File: config.mk
export PLATFORM = sky130hd
export DESIGN_NAME = srx_top
export DESIGN_NICKNAME = d
export VERILOG_FILES = /design/src/rtl/srx_pkg.sv /design/src/rtl/srx_rst_sync.sv /design/src/rtl/srx_sync.sv /design/src/rtl/srx_frame.sv /design/src/rtl/srx_status.sv /design/src/rtl/srx_top.sv
export SDC_FILE = /design/constraint.sdc
export NUM_CORES = 1
export LEC_CHECK = 0
export BUFFER_PORTS_ARGS = -buffer_cell sky130_fd_sc_hd__buf_2
export CAP_MARGIN = 10
export CORE_UTILIZATION = 30
export DETAILED_ROUTE_END_ITERATION = 12
export SYNTH_ARGS = -nofsm -noshare
export SYNTH_HDL_FRONTEND = slang
export SYNTH_SLANG_ARGS = --single-unit
File: constraint.sdc
create_clock -name clk -period 1.6 [get_ports clk]
set_clock_uncertainty 0.05 [all_clocks]
set_input_delay 0 -clock clk [delete_from_list [all_inputs] [get_ports clk]]
set_output_delay 0 -clock clk [all_outputs]
set_load 0.005 [all_outputs]
File: src/rtl/srx_pkg.sv
package srx_pkg;

  typedef enum logic [2:0] {
    ST_IDLE,
    ST_START,
    ST_DATA,
    ST_PAR,
    ST_STOP,
    ST_STOP2
  } rx_state_e;

  typedef struct packed {
    logic len7;
    logic par_en;
    logic par_odd;
    logic stop2;
  } rx_cfg_t;

  localparam int unsigned FLAG_FULL = 0;
  localparam int unsigned FLAG_OVR  = 1;
  localparam int unsigned FLAG_FRM  = 2;
  localparam int unsigned FLAG_PAR  = 3;
  localparam int unsigned NUM_FLAGS = 4;

endpackage

File: src/rtl/srx_rst_sync.sv
module srx_rst_sync #(
  parameter int unsigned STAGES = 2
) (
  input  logic clk,
  input  logic rst_n,
  output logic rst_n_sync
);
  logic [STAGES-1:0] chain_q;

  always_ff @(posedge clk or negedge rst_n) begin
    if (!rst_n) chain_q <= '0;
    else        chain_q <= {chain_q[STAGES-2:0], 1'b1};
  end

  assign rst_n_sync = chain_q[STAGES-1];
endmodule

File: src/rtl/srx_sync.sv
module srx_sync #(
  parameter int unsigned STAGES = 2
) (
  input  logic clk,
  input  logic rst_n,
  input  logic din,
  output logic dout
);
  logic [STAGES-1:0] pipe_q;

  always_ff @(posedge clk or negedge rst_n) begin
    if (!rst_n) pipe_q <= '1;
    else        pipe_q <= {pipe_q[STAGES-2:0], din};
  end

  assign dout = pipe_q[STAGES-1];
endmodule

File: src/rtl/srx_frame.sv
module srx_frame
  import srx_pkg::*;
#(
  parameter int unsigned OSR    = 16,
  parameter int unsigned DATA_W = 8
) (
  input  logic              clk,
  input  logic              rst_n,
  input  logic              tick,
  input  logic              line,
  input  rx_cfg_t           cfg,
  input  logic              blocked,
  output logic              done,
  output logic [DATA_W-1:0] frame_data,
  output logic              stop_bad,
  output logic              par_bad,
  output logic              active
);
  localparam int unsigned CNT_W = $clog2(OSR);
  localparam int unsigned IDX_W = $clog2(DATA_W);
  localparam logic [CNT_W-1:0] MID_C  = CNT_W'(OSR / 2 - 1);
  localparam logic [CNT_W-1:0] LAST_C = CNT_W'(OSR - 1);
  localparam logic [CNT_W-1:0] CONE_C = CNT_W'(1);
  localparam logic [IDX_W-1:0] IONE_C = IDX_W'(1);
  localparam logic [IDX_W-1:0] FULL_LAST_C  = IDX_W'(DATA_W - 1);
  localparam logic [IDX_W-1:0] SHORT_LAST_C = IDX_W'(DATA_W - 2);

  rx_state_e         st_q, st_d;
  logic [CNT_W-1:0]  cnt_q, cnt_d;
  logic [IDX_W-1:0]  idx_q, idx_d;
  logic [DATA_W-1:0] sh_q, sh_d;
  logic              acc_q, acc_d;
  rx_cfg_t           cfg_q, cfg_d;
  logic              done_q, done_d;
  logic [DATA_W-1:0] dout_q, dout_d;
  logic              sbad_q, sbad_d;
  logic              pbad_q, pbad_d;
  logic [IDX_W-1:0]  last_idx;
  logic              at_mid, at_last;

  assign last_idx = cfg_q.len7 ? SHORT_LAST_C : FULL_LAST_C;
  assign at_mid   = (cnt_q == MID_C);
  assign at_last  = (cnt_q == LAST_C);

  // next-state logic
  always_comb begin
    st_d   = st_q;
    cnt_d  = cnt_q;
    idx_d  = idx_q;
    sh_d   = sh_q;
    acc_d  = acc_q;
    cfg_d  = cfg_q;
    done_d = 1'b0;
    dout_d = dout_q;
    sbad_d = sbad_q;
    pbad_d = pbad_q;
    if (tick) begin
      case (st_q)
        ST_IDLE: begin
          if (!line && !blocked) begin
            st_d  = ST_START;
            cnt_d = '0;
            cfg_d = cfg;
          end
        end
        ST_START: begin
          if (at_mid) begin
            if (!line) begin
              st_d   = ST_DATA;
              cnt_d  = '0;
              idx_d  = '0;
              sh_d   = '0;
              acc_d  = 1'b0;
              pbad_d = 1'b0;
            end else begin
              st_d = ST_IDLE;
            end
          end else begin
            cnt_d = cnt_q + CONE_C;
          end
        end
        ST_DATA: begin
          if (at_last) begin
            cnt_d = '0;
            sh_d  = {line, sh_q[DATA_W-1:1]};
            acc_d = acc_q ^ line;
            if (idx_q == last_idx) begin
              st_d = cfg_q.par_en ? ST_PAR : ST_STOP;
            end else begin
              idx_d = idx_q + IONE_C;
            end
          end else begin
            cnt_d = cnt_q + CONE_C;
          end
        end
        ST_PAR: begin
          if (at_last) begin
            cnt_d  = '0;
            pbad_d = acc_q ^ line ^ cfg_q.par_odd;
            st_d   = ST_STOP;
          end else begin
            cnt_d = cnt_q + CONE_C;
          end
        end
        ST_STOP: begin
          if (at_last) begin
            cnt_d  = '0;
            done_d = 1'b1;
            sbad_d = ~line;
            dout_d = cfg_q.len7 ? {1'b0, sh_q[DATA_W-1:1]} : sh_q;
            st_d   = cfg_q.stop2 ? ST_STOP2 : ST_IDLE;
          end else begin
            cnt_d = cnt_q + CONE_C;
          end
        end
        ST_STOP2: begin
          if (at_last) begin
            cnt_d = '0;
            st_d  = ST_IDLE;
          end else begin
            cnt_d = cnt_q + CONE_C;
          end
        end
        default: st_d = ST_IDLE;
      endcase
    end
  end

  // registers
  always_ff @(posedge clk or negedge rst_n) begin
    if (!rst_n) begin
      st_q   <= ST_IDLE;
      cnt_q  <= '0;
      idx_q  <= '0;
      sh_q   <= '0;
      acc_q  <= 1'b0;
      cfg_q  <= '0;
      done_q <= 1'b0;
      dout_q <= '0;
      sbad_q <= 1'b0;
      pbad_q <= 1'b0;
    end else begin
      st_q   <= st_d;
      cnt_q  <= cnt_d;
      idx_q  <= idx_d;
      sh_q   <= sh_d;
      acc_q  <= acc_d;
      cfg_q  <= cfg_d;
      done_q <= done_d;
      dout_q <= dout_d;
      sbad_q <= sbad_d;
      pbad_q <= pbad_d;
    end
  end

  assign done       = done_q;
  assign frame_data = dout_q;
  assign stop_bad   = sbad_q;
  assign par_bad    = pbad_q;
  assign active     = (st_q != ST_IDLE);
endmodule

File: src/rtl/srx_status.sv
module srx_status
  import srx_pkg::*;
#(
  parameter int unsigned DATA_W = 8
) (
  input  logic                 clk,
  input  logic                 rst_n,
  input  logic                 done,
  input  logic [DATA_W-1:0]    frame_data,
  input  logic                 stop_bad,
  input  logic                 par_bad,
  input  logic                 clr_we,
  input  logic [NUM_FLAGS-1:0] clr_data,
  input  logic                 rie,
  output logic [DATA_W-1:0]    hold_data,
  output logic [NUM_FLAGS-1:0] flags,
  output logic                 irq_rxi,
  output logic                 irq_eri,
  output logic                 blocked
);
  logic [NUM_FLAGS-1:0] set_vec;
  logic [NUM_FLAGS-1:0] flag_q, flag_d;
  logic [DATA_W-1:0]    hold_q, hold_d;
  logic                 full_now;
  logic                 load;

  assign full_now = flag_q[FLAG_FULL];
  assign load     = done && !full_now;

  always_comb begin
    set_vec            = '0;
    set_vec[FLAG_FULL] = load && !stop_bad && !par_bad;
    set_vec[FLAG_OVR]  = done && full_now;
    set_vec[FLAG_FRM]  = done && stop_bad;
    set_vec[FLAG_PAR]  = done && par_bad;
  end

  for (genvar i = 0; i < NUM_FLAGS; i++) begin : g_flag
    always_comb begin
      flag_d[i] = flag_q[i];
      if (clr_we && !clr_data[i]) flag_d[i] = 1'b0;
      if (set_vec[i])             flag_d[i] = 1'b1;
    end

    always_ff @(posedge clk or negedge rst_n) begin
      if (!rst_n) flag_q[i] <= 1'b0;
      else        flag_q[i] <= flag_d[i];
    end
  end

  always_comb begin
    hold_d = hold_q;
    if (load) hold_d = frame_data;
  end

  always_ff @(posedge clk or negedge rst_n) begin
    if (!rst_n) hold_q <= '0;
    else        hold_q <= hold_d;
  end

  assign hold_data = hold_q;
  assign flags     = flag_q;
  assign blocked   = flag_q[FLAG_OVR] | flag_q[FLAG_FRM] | flag_q[FLAG_PAR];
  assign irq_rxi   = rie & flag_q[FLAG_FULL];
  assign irq_eri   = rie & blocked;
endmodule

File: src/rtl/srx_top.sv
module srx_top
  import srx_pkg::*;
#(
  parameter int unsigned OSR         = 16,
  parameter int unsigned DATA_W      = 8,
  parameter int unsigned SYNC_STAGES = 2
) (
  input  logic              clk,
  input  logic              rst_n,
  input  logic              os_tick,
  input  logic              rxd,
  input  logic              cfg_len7,
  input  logic              cfg_par_en,
  input  logic              cfg_par_odd,
  input  logic              cfg_stop2,
  input  logic              rie,
  input  logic              clr_we,
  input  logic [3:0]        clr_data,
  output logic [DATA_W-1:0] rx_data,
  output logic              rx_full,
  output logic              err_overrun,
  output logic              err_frame,
  output logic              err_parity,
  output logic              irq_rxi,
  output logic              irq_eri
);
  logic                 rst_n_int;
  logic                 line_s;
  logic                 blocked;
  logic                 done;
  logic [DATA_W-1:0]    frame_data;
  logic                 stop_bad;
  logic                 par_bad;
  logic                 fr_active;
  logic [NUM_FLAGS-1:0] flags;
  rx_cfg_t              cfg;

  assign cfg = '{len7: cfg_len7, par_en: cfg_par_en, par_odd: cfg_par_odd, stop2: cfg_stop2};

  srx_rst_sync #(.STAGES(2)) u_rst (
    .clk(clk), .rst_n(rst_n), .rst_n_sync(rst_n_int)
  );

  srx_sync #(.STAGES(SYNC_STAGES)) u_sync (
    .clk(clk), .rst_n(rst_n_int), .din(rxd), .dout(line_s)
  );

  srx_frame #(.OSR(OSR), .DATA_W(DATA_W)) u_frame (
    .clk(clk), .rst_n(rst_n_int), .tick(os_tick), .line(line_s), .cfg(cfg),
    .blocked(blocked), .done(done), .frame_data(frame_data),
    .stop_bad(stop_bad), .par_bad(par_bad), .active(fr_active)
  );

  srx_status #(.DATA_W(DATA_W)) u_status (
    .clk(clk), .rst_n(rst_n_int), .done(done), .frame_data(frame_data),
    .stop_bad(stop_bad), .par_bad(par_bad), .clr_we(clr_we), .clr_data(clr_data),
    .rie(rie), .hold_data(rx_data), .flags(flags), .irq_rxi(irq_rxi),
    .irq_eri(irq_eri), .blocked(blocked)
  );

  assign rx_full     = flags[FLAG_FULL];
  assign err_overrun = flags[FLAG_OVR];
  assign err_frame   = flags[FLAG_FRM];
  assign err_parity  = flags[FLAG_PAR];
endmodule

---- After elaboration in Yosys (flattened, before gate mapping) ----
Cells that the tools add are included.
cells by class
  $add $sub $neg .......................... 2
  $mul .................................... 0
  div/mod/pow operators ................... 0
  magnitude comparators ................... 0
  equality and inequality tests ........... 18
  shifts and indexed selects .............. 0
  multiplexer cells ....................... 44
  bitwise operators ....................... 7
  reductions and logical operators ........ 36
operator list
  cell                 number
  $mux 3               13
  $mux 8               4
  $pmux 3 s6           1
  $mux 1               16
  $mux 4               4
  $pmux 8 s2           1
  $ne 2x1->1 const B   7
  $pmux 4 s3           1
  $reduce_bool 2->1    6
  $logic_and 1x1->1    11
  $reduce_and 5->1     2
  $logic_not 1->1      9
  $reduce_and 8->1     1
  $eq 3x2->1 const B   2
  $eq 3x3->1 const B   2
  $pmux 3 s2           1
  $reduce_and 3->1     2
  $reduce_and 6->1     1
  $add 4x1->4 const B  1
  $eq 4x3->1 const B   1
  $eq 4x4->1 const B   1
  $ne 2x2->1 const B   2
  $pmux 1 s2           2
  $reduce_and 4->1     1
  other kinds (12)     15
word-level totals
  register bits ........................... 50
  latch bits .............................. 0
  RAM bits ................................ 0
  memory bits (read-only) ................. 0
  bits of input ports ..................... 14
  output and inout bits ................... 14
  word-level logic and storage cells ...... 127
  memories kept ........................... 0

---- Longest topological paths before layout ----
  depth in word-level cells ............... 6
  mapped depth ............................ 8
  gate-level depth less buffers ........... 6

---- Cells and area by module ----
From an unflattened synthesis, not the netlist that was laid out.
second synthesis, totals
  cell total of the unflattened synthesis .. 223
  area, all modules ....................... 2423.6 µm²
modules (own cells, without submodules)
  module        instances  cells an instance  area each (µm²)  sequential area each (µm²)
  srx_frame     1          183                1778.0           850.8
  srx_status    1          35                 539.3            300.3
  srx_rst_sync  1          3                  53.8             50.0
  srx_sync      1          2                  52.6             52.6

---- Worst setup path before layout ----
No wires, ideal clock.
  path kind ............................... register -> register
  start point ............................. register u_frame.cnt_q[0]
  end point ............................... register u_frame.sbad_q (netlist: u_frame.stop_bad)
  setup time .............................. 0.129 ns
  data arrival time ....................... 1.691 ns
  required time ........................... 1.421 ns
  path slack .............................. -0.270 ns
  cell stages (with the launch flop) ...... 9
  buffers on the path ..................... 2
  clock period less this slack ............ 1.870 ns
  cells stage by stage .................... dfrtp_1 -> ha_1 -> and3_1 -> nand2_1 -> or4_1 -> buf_2 -> buf_2 -> nand2_1 -> o21ai_0
on the way
  cells in the longest elaborated chain, start to end .. 2
ends and longest elaborated chain
  item                               RTL line          text
  from (decl)                        srx_frame.sv:29   logic [CNT_W-1:0] cnt_q, cnt_d;
  from (signal assigned)             srx_frame.sv:144  cnt_q <= cnt_d;
  $eq 4x4->1                         srx_frame.sv:43   assign at_last = (cnt_q == LAST_C);
  $reduce_and 3->1 (no source line)  n/a
  to (signal assigned)               srx_frame.sv:140  sbad_q <= 1'b0;
  to (signal assigned)               srx_frame.sv:151  sbad_q <= sbad_d;
  to (decl)                          srx_frame.sv:36   logic sbad_q, sbad_d;
Every way passes these cells.
A chain may end at the register's enable or synchronous reset.

---- Worst setup path after layout ----
  start point ............................. register u_frame.st_q[1]
  end point ............................... register u_frame.acc_q
on the way
  cells in the longest elaborated chain, start to end .. 3
  elaborated cells between the ends (all ways) .. 8
  those cells by class .................... eq/ne: 5; mux: 1; reduce/logical: 2
ends and longest elaborated chain
  item                                                       RTL line          text
  from (decl)                                                srx_frame.sv:28   rx_state_e st_q, st_d;
  from (signal assigned)                                     srx_frame.sv:143  st_q <= st_d;
  $eq 3x2->1 or $eq 3x1->1 (tied branches)                   srx_frame.sv:58   case (st_q)
  $ne 2x1->1 (no source line), or another cell as far along  n/a
  $reduce_and 5->1 (no source line)                          n/a
  to (signal assigned)                                       srx_frame.sv:136  acc_q <= 1'b0;
  to (signal assigned)                                       srx_frame.sv:147  acc_q <= acc_d;
  to (decl)                                                  srx_frame.sv:32   logic acc_q, acc_d;
Parallel ways exist; a longest one is shown, timed or not.

==> flow_summary.json <==
{
  "cp_slowest_stage_delay_ns": 0.41,
  "synth.top_cell.area_share": 0.5112,
  "hold_ws_ns": 0.1116,
  "crit_arrival_ns": 1.94,
  "vias_per_cell": 4.750,
  "dieArea_um2": 8190,
  "ys_ff_latch": 50,
  "wl_mm": 5.325,
  "fin_util": 0.4631,
  "peakVddDrop_uv": 423.4,
  "synth_cells": 220,
  "yosys.area_share.xor_xnor": 0.01118,
  "drc": 0,
  "synth-simple-area-share": 0.1688,
  "failed_checks": "setup timing",
  "final_cell_count_no_fill": 408,
  "wl_per_cell_um": 13.05,
  "synth_cell_types": 46,
  "syn2layout_area_growth_pct": 46.01,
  "cts_inserted_buffers": 5,
  "synthArstFlopShare": 1.000,
  "ys_top_cells_by_area": "dfrtp_1 (51%), mux2_2 (5.8%), nand2_1 (5.3%)",
  "synth-compound-area-share": 0.1299,
  "setup_violations": 33,
  "dp_hpwl_mm": 3.332,
  "grt_max_degree": 35,
  "gr-usage-all-layers": 0.1317,
  "muxShareOfSynthArea": 0.1044,
  "ys.flop_type": "dfrtp_1",
  "synth_top_cell_by_area": "dfrtp_1",
  "power.density_nw_per_um2": 1022,
  "clk_pin_slew_ns": 0.10,
  "routabilityCongestion": 0.8174,
  "cap_violations": 0,
  "tritoncts": "done",
  "n_antenna_cell": 0,
  "worstSetupStartpointType": "flip-flop",
  "rsz0062_at_grt": "yes",
  "grt_pass1_vias": 1885,
  "clock-sinks": 50,
  "hold_path.class": "in -> reg",
  "dr.pass1.iters": 4,
  "yosysSeqAreaShare": 0.5335,
  "clockRootBuffer": "clkbuf_8",
  "cts_buffer_depth": 2,
  "synth_warnings": 0,
  "path_max_fanout": 5,
  "io_buffer_count": 27,
  "grt_pass1_wl_mm": 8.700,
  "layout_worst_path_cycle_share": 1.119,
  "status": "finished, violations left",
  "num_io_pins": 28,
  "vias": 1938,
  "antenna_found_initial": 0,
  "clkLatencyLatePin_ns": 0.31,
  "fmax_ghz": 0.5588,
  "die-height_um": 90.50,
  "drtIter0Drc": 35,
  "synthAdderAreaFrac": 0.01597,
  "ant_nets": 0,
  "report.final.slew_viol_count": 0,
  "synth_top_family_by_area": "simple AND/OR/NAND/NOR gates",
  "slowest_stage": "dfrtp_1",
  "power_w": 0.003505,
  "num_rows": 31,
  "worstSetupEndpointType": "flip-flop",
  "synth_edf_count": 0,
  "dp_cells": 369,
  "worst_slack_ns": -0.1897,
  "drive_gt1_frac": 0.4725,
  "cts-htree-levels": 2,
  "path_cells": "or3b_4, or3_4, a21o_4, o21ai_2, o21ai_1",
  "hold_viol": 0,
  "start_util": 0.3172,
  "place_ws_ns": -0.2227,
  "syn_area_um2": 2350,
  "floorplan.die.width_um": 90.50,
  "post_synth.cell_area_avg_um2": 10.68,
  "core_um2": 7408,
  "path_class": "reg -> reg",
  "grt.overflow.total": 0,
  "synth_nets": 237,
  "timing.final.crit_period_ns": 1.790,
  "crit_required_ns": 1.75,
  "nets": 325,
  "leakagePower_nw": 1.622
}
-- repair_timing --
item | in CTS | in global routing
endpoints found under the hold margin | 11 | 0
pin swaps | 16 | 12
cloned | 4 | 0
endpoints found under the setup margin | 29 | 34
buffers inserted | 4 | 12
resized for setup | 26 | 33
hold buffers | 12 | 0
-- sequential cells by signal (all words and copies together), names as in the netlist, 2 cells and up --
register	count
u_status.flags	3
u_status.hold_data	8
u_sync.pipe_q	2
u_frame.cfg_q	4
u_frame.frame_data	8
u_frame.sh_q	8
u_frame.cnt_q	4
u_rst.chain_q	2
u_frame.st_q	3
u_frame.idx_q	3
-- placed cells by master, fill, tap and decap left out, types with 2 or more instances in the layout --
master          n
dfrtp_1        47
buf_4          37
buf_2          27
nand2_1        23
o21ai_1        12
buf_6          12
dlygate4sd3_1  12
mux2_2         11
mux2i_1        11
nand3_2        10
nand2_2         9
nand2b_1        8
inv_1           7
nor2_1          6
nand3_1         6
clkbuf_8        6
a31oi_1         4
o21ai_2         4
a21oi_1         3
a22o_1          3
o21ai_0         3
nor4_4          2
xor2_1          2
o31ai_1         2
ha_4            2
buf_12          2
dfstp_2         2
-- worst max-delay path: cells and delay by family (launching register included) --
kind | cells | cell delay, ns
and+or+nand+nor | 2 | 0.79
AOI/OAI and AO/OA | 3 | 0.44
DFF | 1 | 0.41
-- per-layer routing --
metal  vias up  GRT usage  part of all wire
met4         0    0.04435             0.018
met1       945     0.1640              0.46
met5         -          0                 0
met3         9    0.02778             0.023
li1        956          -                 -
met2        28     0.2254              0.50
-- power by group --
group	internal, W	switching (W)	leakage (nW)
registers	0.00140	0.000128	0.644
logic	0.000645	0.000538	0.931
clock network	0.000357	0.000440	0.0478
total	0.00240	0.00111	1.62
-- final timing paths --
check / startpoint / endpoint / slack, ns / depth (start not counted)
max in group asynchronous: rst_n / u_rst.chain_q[1]$_DFF_PN0_ / 0.87 / 3
setup / recovery: u_frame.st_q[1]$_DFFE_PN0P_ / u_frame.acc_q$_DFFE_PN0P_ / -0.19 / 5
hold reg to reg: u_rst.chain_q[1]$_DFF_PN0_ / u_frame.st_q[0]$_DFFE_PN0P_ / 0.12 / 0
min in group asynchronous: u_rst.chain_q[1]$_DFF_PN0_ / u_frame.st_q[0]$_DFFE_PN0P_ / 0.12 / 0
hold / removal: os_tick / u_frame.cnt_q[0]$_DFFE_PN0P_ / 0.11 / 5
setup reg to reg: u_frame.st_q[1]$_DFFE_PN0P_ / u_frame.acc_q$_DFFE_PN0P_ / -0.19 / 5
-- Yosys cell counts, drive strengths merged, types with 3 or more instances --
master,n
mux2,12
inv,8
nor2,6
nand3,16
o31ai,3
a22o,3
a21oi,5
nand2b,9
dfrtp,48
o21ai,19
nand2,33
ha,3
clkbuf,4
mux2i,11
a31oi,4
buf,6
-- metrics by stage --
stage / instance area (um^2) / TNS [ns]
after floorplan: 2391 / -2.999
after global placement: 2856 / -2.579
after detailed placement: 2856 / -3.378
after CTS: 3218 / -3.235
after global routing: 3431 / -5.572
final: 3431 / -3.505
-- kinds of logic after synthesis --
family,Yosys count
multiplexers,23
XOR/XNOR,3
AO/OA/AOI/OAI,43
flip-flops,50
AND/OR/NAND/NOR,79
adder cells (fa/ha/maj),3
other,1
buffers and inverters,18
-- area by class of cell --
class | count | area (um^2)
clock buffer | 6 | 82.58
clock inverter | 2 | 16.27
fill | 695 | 3978
inverter | 8 | 30.03
multi-input combinational | 153 | 1215
sequential | 50 | 1255
tap | 99 | 123.9
timing repair buffer | 90 | 708.2
(Power assumes the default switching activity.)
